<file path="src/rtl/pwm_step_pkg.sv">
// Package: shared field widths and the band-to-step computation.
// Assumes the frequency byte is {band, count} with band in the top bits.
package pwm_step_pkg;
    localparam int BAND_W  = 2;
    localparam int COUNT_W = 6;
    localparam int FREQ_W  = BAND_W + COUNT_W;
    // Largest step is 2^COUNT_W shifted by 2*(2^BAND_W-1)
    localparam int STEP_W  = COUNT_W + 1 + 2 * ((1 << BAND_W) - 1);

    // Phase increment for a frequency byte: (count+1) << (2*band)
    function automatic logic [STEP_W-1:0] step_of(input logic [FREQ_W-1:0] f);
        logic [STEP_W-1:0] base;
        logic [BAND_W-1:0] band;
        base = STEP_W'(f[COUNT_W-1:0]) + STEP_W'(1);
        band = f[FREQ_W-1:COUNT_W];
        return base << (2 * band);
    endfunction
endpackage

</file>
<file path="src/rtl/pwm_cfg_hold.sv">
// Module: per-channel configuration hold.
// Captures frequency, duty and polarity on a tick and presents the
// step derived from the captured frequency. Assumes tick is one clock wide.
module pwm_cfg_hold
    import pwm_step_pkg::*;
#(
    parameter int DUTY_W = 8
) (
    input  logic                clk,
    input  logic                rst_n,
    input  logic                tick,
    input  logic [FREQ_W-1:0]   freq_in,
    input  logic [DUTY_W-1:0]   duty_in,
    input  logic                pol_in,
    output logic [STEP_W-1:0]   step,
    output logic [DUTY_W-1:0]   duty_live,
    output logic                pol_live
);
    logic [FREQ_W-1:0] freq_q;

    // Capture the register values on a reference tick
    always_ff @(posedge clk) begin
        if (!rst_n) begin
            freq_q    <= '0;
            duty_live <= '0;
            pol_live  <= 1'b0;
        end else if (tick) begin
            freq_q    <= freq_in;
            duty_live <= duty_in;
            pol_live  <= pol_in;
        end
    end

    // Derive the phase increment from the held frequency byte
    always_comb begin
        step = step_of(freq_q);
    end
endmodule

</file>
<file path="src/rtl/pwm_phase_acc.sv">
// Module: phase accumulator.
// Adds the step on every tick and wraps at 2^PHASE_W; never restarts
// except on reset. Assumes PHASE_W >= STEP_W and PHASE_W >= POS_W.
module pwm_phase_acc
    import pwm_step_pkg::*;
#(
    parameter int PHASE_W = 20,
    parameter int POS_W   = 8
) (
    input  logic               clk,
    input  logic               rst_n,
    input  logic               tick,
    input  logic [STEP_W-1:0]  step,
    output logic [POS_W-1:0]   pos
);
    logic [PHASE_W-1:0] phase_q;

    // Advance the phase by the step on each tick
    always_ff @(posedge clk) begin
        if (!rst_n) begin
            phase_q <= '0;
        end else if (tick) begin
            phase_q <= phase_q + PHASE_W'(step);
        end
    end

    // Slot position is the top bits of the phase
    always_comb begin
        pos = phase_q[PHASE_W-1 -: POS_W];
    end
endmodule

</file>
<file path="src/rtl/pwm_pin_stage.sv">
// Module: output pin stage.
// Compares slot position against duty, applies polarity, then the
// enable gate, and registers the result. Assumes equal widths.
module pwm_pin_stage #(
    parameter int DUTY_W = 8
) (
    input  logic              clk,
    input  logic              rst_n,
    input  logic [DUTY_W-1:0] pos,
    input  logic [DUTY_W-1:0] duty,
    input  logic              pol,
    input  logic              en,
    output logic              pin
);
    logic raw_high;

    // Active part of the period: position at or below duty
    always_comb begin
        raw_high = (pos <= duty);
    end

    // Register the gated, polarity-adjusted level
    always_ff @(posedge clk) begin
        if (!rst_n) begin
            pin <= 1'b0;
        end else begin
            pin <= en & (raw_high ^ pol);
        end
    end
endmodule

</file>
<file path="src/rtl/pwm_stepped_multi.sv">
// Module: four-channel stepped-frequency PWM generator (top).
// One hold, accumulator and pin stage per channel. Assumes the tick
// input is a one-clock enable at the reference rate.
module pwm_stepped_multi
    import pwm_step_pkg::*;
#(
    parameter int CH_N    = 4,
    parameter int DUTY_W  = 8,
    parameter int PHASE_W = 20
) (
    input  logic                  clk,
    input  logic                  rst_n,
    input  logic                  tick,
    input  logic [CH_N*FREQ_W-1:0] freq_cfg,
    input  logic [CH_N*DUTY_W-1:0] duty_cfg,
    input  logic [CH_N-1:0]        pol_cfg,
    input  logic [CH_N-1:0]        chan_en,
    output logic [CH_N-1:0]        pwm_out
);
    logic [CH_N*DUTY_W-1:0] duty_live;
    logic [CH_N*DUTY_W-1:0] slot_pos;
    logic [CH_N-1:0]        pol_live;

    for (genvar g = 0; g < CH_N; g++) begin : g_ch
        logic [STEP_W-1:0] step;

        pwm_cfg_hold #(.DUTY_W(DUTY_W)) u_hold (
            .clk       (clk),
            .rst_n     (rst_n),
            .tick      (tick),
            .freq_in   (freq_cfg[g*FREQ_W +: FREQ_W]),
            .duty_in   (duty_cfg[g*DUTY_W +: DUTY_W]),
            .pol_in    (pol_cfg[g]),
            .step      (step),
            .duty_live (duty_live[g*DUTY_W +: DUTY_W]),
            .pol_live  (pol_live[g])
        );

        pwm_phase_acc #(.PHASE_W(PHASE_W), .POS_W(DUTY_W)) u_acc (
            .clk   (clk),
            .rst_n (rst_n),
            .tick  (tick),
            .step  (step),
            .pos   (slot_pos[g*DUTY_W +: DUTY_W])
        );

        pwm_pin_stage #(.DUTY_W(DUTY_W)) u_pin (
            .clk   (clk),
            .rst_n (rst_n),
            .pos   (slot_pos[g*DUTY_W +: DUTY_W]),
            .duty  (duty_live[g*DUTY_W +: DUTY_W]),
            .pol   (pol_live[g]),
            .en    (chan_en[g]),
            .pin   (pwm_out[g])
        );
    end
endmodule

</file>
<file path="config.mk">
export PLATFORM = sky130hd
export DESIGN_NAME = pwm_stepped_multi
export DESIGN_NICKNAME = d
export VERILOG_FILES = /design/src/rtl/pwm_step_pkg.sv /design/src/rtl/pwm_cfg_hold.sv /design/src/rtl/pwm_phase_acc.sv /design/src/rtl/pwm_pin_stage.sv /design/src/rtl/pwm_stepped_multi.sv
export SDC_FILE = /design/constraint.sdc
export NUM_CORES = 1
export LEC_CHECK = 0
export ABC_AREA = 1
export BUFFER_PORTS_ARGS = -buffer_cell sky130_fd_sc_hd__buf_2
export CORE_UTILIZATION = 45
export CTS_CLUSTER_DIAMETER = 120
export CTS_CLUSTER_SIZE = 20
export DETAILED_ROUTE_END_ITERATION = 8
export MAX_ROUTING_LAYER = met4
export PLACE_DENSITY_LB_ADDON = 0.3
export SLEW_MARGIN = 20
export SYNTH_ARGS = -nofsm -noshare
export SYNTH_HDL_FRONTEND = slang
export SYNTH_HIERARCHICAL = 1
export SYNTH_SLANG_ARGS = --single-unit
</file>
<file path="constraint.sdc">
create_clock -name clk -period 1.95 [get_ports clk]
set_input_delay 0.0975 -clock clk [delete_from_list [all_inputs] [get_ports clk]]
set_output_delay 0.0975 -clock clk [all_outputs]
set_load 0.01 [all_outputs]
</file>
# ---- Word level (Yosys, flattened, before mapping)
# Index checks and enable logic that the tools add are counted.
dict set report word_totals {
  ff_bits 152
  inputBits 75
  out_inout_bits 4
  elab_cells 44
}
dict set report classes {
  addsub 8
  magnitude_cmp 4
  n_shift 4
  n_bitwise 8
}
# cell count
set ops {}
lappend ops {{$add 20x13->20} 4}
lappend ops {{$shl 13x3->13} 4}
lappend ops {{$le 8x8->1} 4}
lappend ops {{$add 6x1->7 const B} 4}
lappend ops {{$and 1x1->1} 4}
lappend ops {{$xor 1x1->1} 4}

# ---- Depth between registers and ports, before layout
dict set report logic_depth {
  depth_word 3
  depth_mapped 19
}

# ---- Modules after synthesis
# Netlist, hierarchy kept.
# mod instances cells_per_inst area_per_inst_um2 seq_area_each_um2
set by_module_without_submodules {}
lappend by_module_without_submodules {pwm_phase_acc 4 296 1791.7 400.4}
lappend by_module_without_submodules {pwm_cfg_hold 4 134 900.9 340.3}
lappend by_module_without_submodules {pwm_pin_stage 4 43 284.0 20.0}

# ---- Least setup slack after synthesis
# Ideal clock, no wire load.
dict set report synth_timing {
  path_kind {register to register}
  startpoint {reg g_ch[0].u_hold.freq_q[0]}
  endpoint {reg g_ch[0].u_acc.phase_q[15]}
  t_arrival_ns 2.038
  required_time_ns 1.835
  path_slack_ns -0.203
  stages_incl_launch_ff 18
  path_cell_list {dfxtp_1 > ha_1 > nand2_1 > inv_1 > nand2_1 > nand3_1 > nand2_1 > nand2_1 > nand2_1 > ha_1 > nand2_1 > inv_1 > a21oi_1 > nand2_2 > nand2_2 > nand2_2 > a21oi_1 > nor2_1}
}
dict set report synth_between {
  elab_chain_len 3
}
# element line_no
set synth_rtl {}
lappend synth_rtl {{start: declaration} pwm_cfg_hold.sv:19} ;# logic [FREQ_W-1:0] freq_q;
lappend synth_rtl {{start signal: assignment} pwm_cfg_hold.sv:28} ;# freq_q <= freq_in;
lappend synth_rtl {{$add 6x1->7} pwm_step_pkg.sv:14} ;# base = STEP_W'(f[COUNT_W-1:0]) + STEP_W'(1);
lappend synth_rtl {{$shl 13x3->13} pwm_step_pkg.sv:16} ;# return base << (2 * band);
lappend synth_rtl {{net g_ch[0].step[6]} pwm_stepped_multi.sv:25} ;# logic [STEP_W-1:0] step;
lappend synth_rtl {{$add 20x13->20} pwm_phase_acc.sv:23} ;# phase_q <= phase_q + PHASE_W'(step);
lappend synth_rtl {{end signal: assignment} pwm_phase_acc.sv:23}
lappend synth_rtl {{end: declaration} pwm_phase_acc.sv:16} ;# logic [PHASE_W-1:0] phase_q;
# The timed path passes the listed nets, and every way through them passes these cells.
# A chain may end at the register's enable or synchronous reset.

# ---- Worst setup path in the final report
dict set report layout_timing {
  startpoint {reg g_ch[1].u_hold.freq_q[2]}
  endpoint {reg g_ch[1].u_acc.phase_q[19]}
}
dict set report layout_between {
  elab_chain_len 3
}
# element line_no
set layout_rtl {}
lappend layout_rtl {{start: declaration} pwm_cfg_hold.sv:19}
lappend layout_rtl {{start signal: assignment} pwm_cfg_hold.sv:28}
lappend layout_rtl {{$add 6x1->7} pwm_step_pkg.sv:14}
lappend layout_rtl {{$shl 13x3->13} pwm_step_pkg.sv:16}
lappend layout_rtl {{net g_ch[1].step[5]} pwm_stepped_multi.sv:25}
lappend layout_rtl {{$add 20x13->20} pwm_phase_acc.sv:23}
lappend layout_rtl {{end signal: assignment} pwm_phase_acc.sv:23}
lappend layout_rtl {{end: declaration} pwm_phase_acc.sv:16}
# The timed path passes the listed nets, and every way through them passes these cells.

==> metrics.yaml <==
global_route:
  grt_max_degree: 57
  gr-total-overflow: 0
  track_usage_pct: 26.2
  grt_pass1_wl_um: 56100
  grt_pass1_vias: 12100
  antenna_found_initial: 0
logic_synthesis:
  yosysMostFrequentCell: "nand2_1"
  ys_seq_elements: 152
  synthFlopType: "dfxtp_1"
  async_reset_ff_share_pct: 0
  synth_cells: 1892
  synth_enable_flop_cells: 0
  avgSynthCellArea_um2: 6.29
  synth_area_um2: 11900
  yosysTopAreaCellShare_pct: 25.6
  netlist_top_cells_area: "dfxtp_1 (26%), nand2_1 (14%), ha_1 (9.2%)"
  synthesis.nets: 2059
  synth_warnings: 6
  synth_cell_type_count: 33
  synth_commonest_cells: "nand2_1 (436), inv_1 (280), nor2_1 (268)"
  synth_top_area_cell: "dfxtp_1"
  yosysSeqAreaShare_pct: 25.6
power:
  sequentialPowerShare_pct: 32.6
  p_total_w: 0.0108
  ir_worst_vdd_mv: 0.480
  intPower_w: 0.00718
  p_sw_share_pct: 33.3
  clkPwrFrac_pct: 33.9
  power_frac_comb_pct: 33.4
  p_leak_nw: 8.67
  power.density_nw_per_um2: 618
  power_switching_w: 0.00359
finish:
  area_growth_pct: 46.2
  final_cells: 2475
  finalCoreUtilization_pct: 67.0
  diodes: 0
  nets: 2297
  fillers: 2078
  drive_gt1_share_pct: 41.4
  seqCellArea_um2: 3100
  multi_input_area_um2: 9850
worst_setup_path:
  critPathBufInv: 0
  worst_ep_arrival_time_ns: 2.62
  startpoint: "g_ch[1].u_hold/freq_q[2]"
  cp.depth: 15
  critical-path-top-delay-family: "simple AND/OR/NAND/NOR gates"
  crit_path_end_kind: "register"
  crit_chain: "nand3_1 -> o21bai_1 -> nand3_2 -> nand3_1 -> nand2_2 -> ha_4 -> nand2_4 -> nor2_4 -> nand2_1 -> nand2_2 -> nand2_2 -> nand2_4 -> nand3_1 -> nand2_1 -> nor2_1"
  r2r-end: "g_ch[1].u_acc/phase_q[19]"
  ff2ff_path_depth: 15
  slowest_stage: "dfxtp_4"
  slowest_delay_ns: 0.38
  timing.rr.start: "g_ch[1].u_hold/freq_q[2]"
  crit_path_end: "g_ch[1].u_acc/phase_q[19]"
  critPathLaunchType: "register"
  critPathMaxFanout: 5
  worstSetupPathType: "reg2reg"
  rrSetupSlack_ns: -0.34
  required_ns: 2.27
cts:
  clk_latency_ns: 0.44
  cts_root_buf: "clkbuf_16"
  h-tree-depth: 4
  clock_path_buffers: 2
  clkSinkCount: 152
  cts_inserted_buffers: 17
  cts.clk_slew.worst_paths_ns: 0.06
  cts_tree: "built"
route:
  viasPerCell: 5.21
  wl_per_cell_um: 14.8
  drt_iter0_drc: 754
  drtPass1Iterations: 5
  drcViolationCount: 0
  drt_wl_total_um: 36600
  via_count: 12900
  ant_nets: 0
timing:
  fin_crit_ns: 2.29
  finalHoldViolations: 0
  clock.fmax_mhz: 436
  setup_viol: 66
  finClkSkew_ns: 0.0154
  worst_pin_slew_ns: 0.669
  worst_slack_ns: -0.344
  slew_headroom_pct: 55.4
  fin_crit_sh_pct: 118
  final-max-slew-violation-count: 0
  rsz0062_at_grt: "true"
floorplanning:
  die_w_um: 165
  dieArea_um2: 27100
  num_io_pins: 79
  num_rows: 59
  core_um2: 26000
  start_util_pct: 45.8
  dieHeight_um: 165
place:
  hpwl_um: 23500
  io_buffers: 78
  gp_congestion: 0.969
  pre_cts_ws_ns: -0.287
  placed_cells: 2354
worst_hold_path:
  hp-class: "in2reg"
flow_run:
  cap_violations: 0
status:
  status: "finished with violations"
  violations: "negative setup slack"
## worst min path at each step
stage                  from                        to  slack, ns  depth (start not counted)
6_report       freq_cfg[15]  g_ch[1].u_hold/freq_q[7]       0.02                          3
2_1_floorplan         rst_n  g_ch[0].u_hold/freq_q[0]       0.23                          2
5_1_grt         freq_cfg[3]  g_ch[0].u_hold/freq_q[3]       0.07                          3
4_1_cts        freq_cfg[15]  g_ch[1].u_hold/freq_q[7]       0.01                          3
3_5_place_dp     pol_cfg[3]   g_ch[3].u_hold/pol_live       0.33                          3
3_3_place_gp     pol_cfg[2]   g_ch[2].u_hold/pol_live       0.32                          3
## sequential cells by signal, summed over array words and instances (netlist names)
signal and cells:
g_ch.u_acc/phase_q 80, g_ch.u_hold/duty_live 32, g_ch.u_hold/freq_q 32, g_ch.u_hold/pol_live 4
g_ch.u_pin/pin 4
## logic make-up after synthesis
kind of cell	Yosys count	share of synthesized area [%]
DFF	152	25.6
and+or+nand+nor	1040	39.3
xor gates and xnor gates	20	1.47
buffers and inverters	372	13.7
adders and majority gates	92	9.92
AOI/OAI and AO/OA	216	10.0
## per-layer routing
metal,global-route usage (%),part of all wire (%),vias to the layer above
met2,46.4,52,256
li1,-,-,6439
met1,31.0,43,6127
met5,-,0,-
met3,2.74,2.8,64
met4,7.88,2.3,0
## cells in the final DEF (no fill, tap or decap), types with 76 or more instances in the layout
| cell type | count |
|---|---|
| dfxtp_1 | 132 |
| buf_2 | 76 |
| o21ai_0 | 80 |
| nand2_1 | 253 |
| nor2_1 | 241 |
| nand3_2 | 86 |
| inv_1 | 237 |
| nand2_4 | 78 |
| buf_4 | 136 |
| nand2_2 | 153 |
## metrics by stage
step,hold WS [ns],cell area [um2],TNS (ns)
after floorplan,0.228,12500,0
after global placement,0.320,13700,-12.56
after detailed placement,0.328,13700,-14.96
after CTS,0.0144,16100,-9.39
after global routing,0.0671,17400,-22.97
final,0.0243,17400,-15.15
## area by class of cell
class	count	area share, %
Multi-Input combinational cell	1368	56.6
Inverter	296	6.57
Tap cell	335	2.41
Clock buffer	18	2.47
Timing Repair Buffer	295	13.0
Sequential cell	152	17.8
Clock inverter	11	1.15
## power groups by stage
stage	sequential, W	clock [W]	combinational (W)
global placement	0.00355	0	0.00251
floorplan	0.00352	0	0.00179
global route	0.00353	0.00382	0.00389
detailed placement	0.00356	0	0.00256
finish	0.00351	0.00365	0.00360
CTS	0.00350	0.00371	0.00307
## repair_timing
action / CTS / global route
hold endpoints to repair: 68 / 0
gates resized for setup: 259 / 318
buffers inserted: 19 / 5
setup endpoints to repair: 68 / 69
hold buffers: 68 / 0
pin swaps: 154 / 185
## worst register-to-register path, cell delays in order (launching register included)
cell      delay [ns]
dfxtp_4         0.38
nand3_1         0.14
o21bai_1        0.23
nand3_2         0.12
nand3_1         0.14
nand2_2         0.09
ha_4            0.32
nand2_4         0.10
nor2_4          0.15
nand2_1         0.08
nand2_2         0.10
nand2_2         0.07
nand2_4         0.08
nand3_1         0.07
nand2_1         0.08
nor2_1          0.04
No activity file was read; power rests on OpenSTA's default activity.
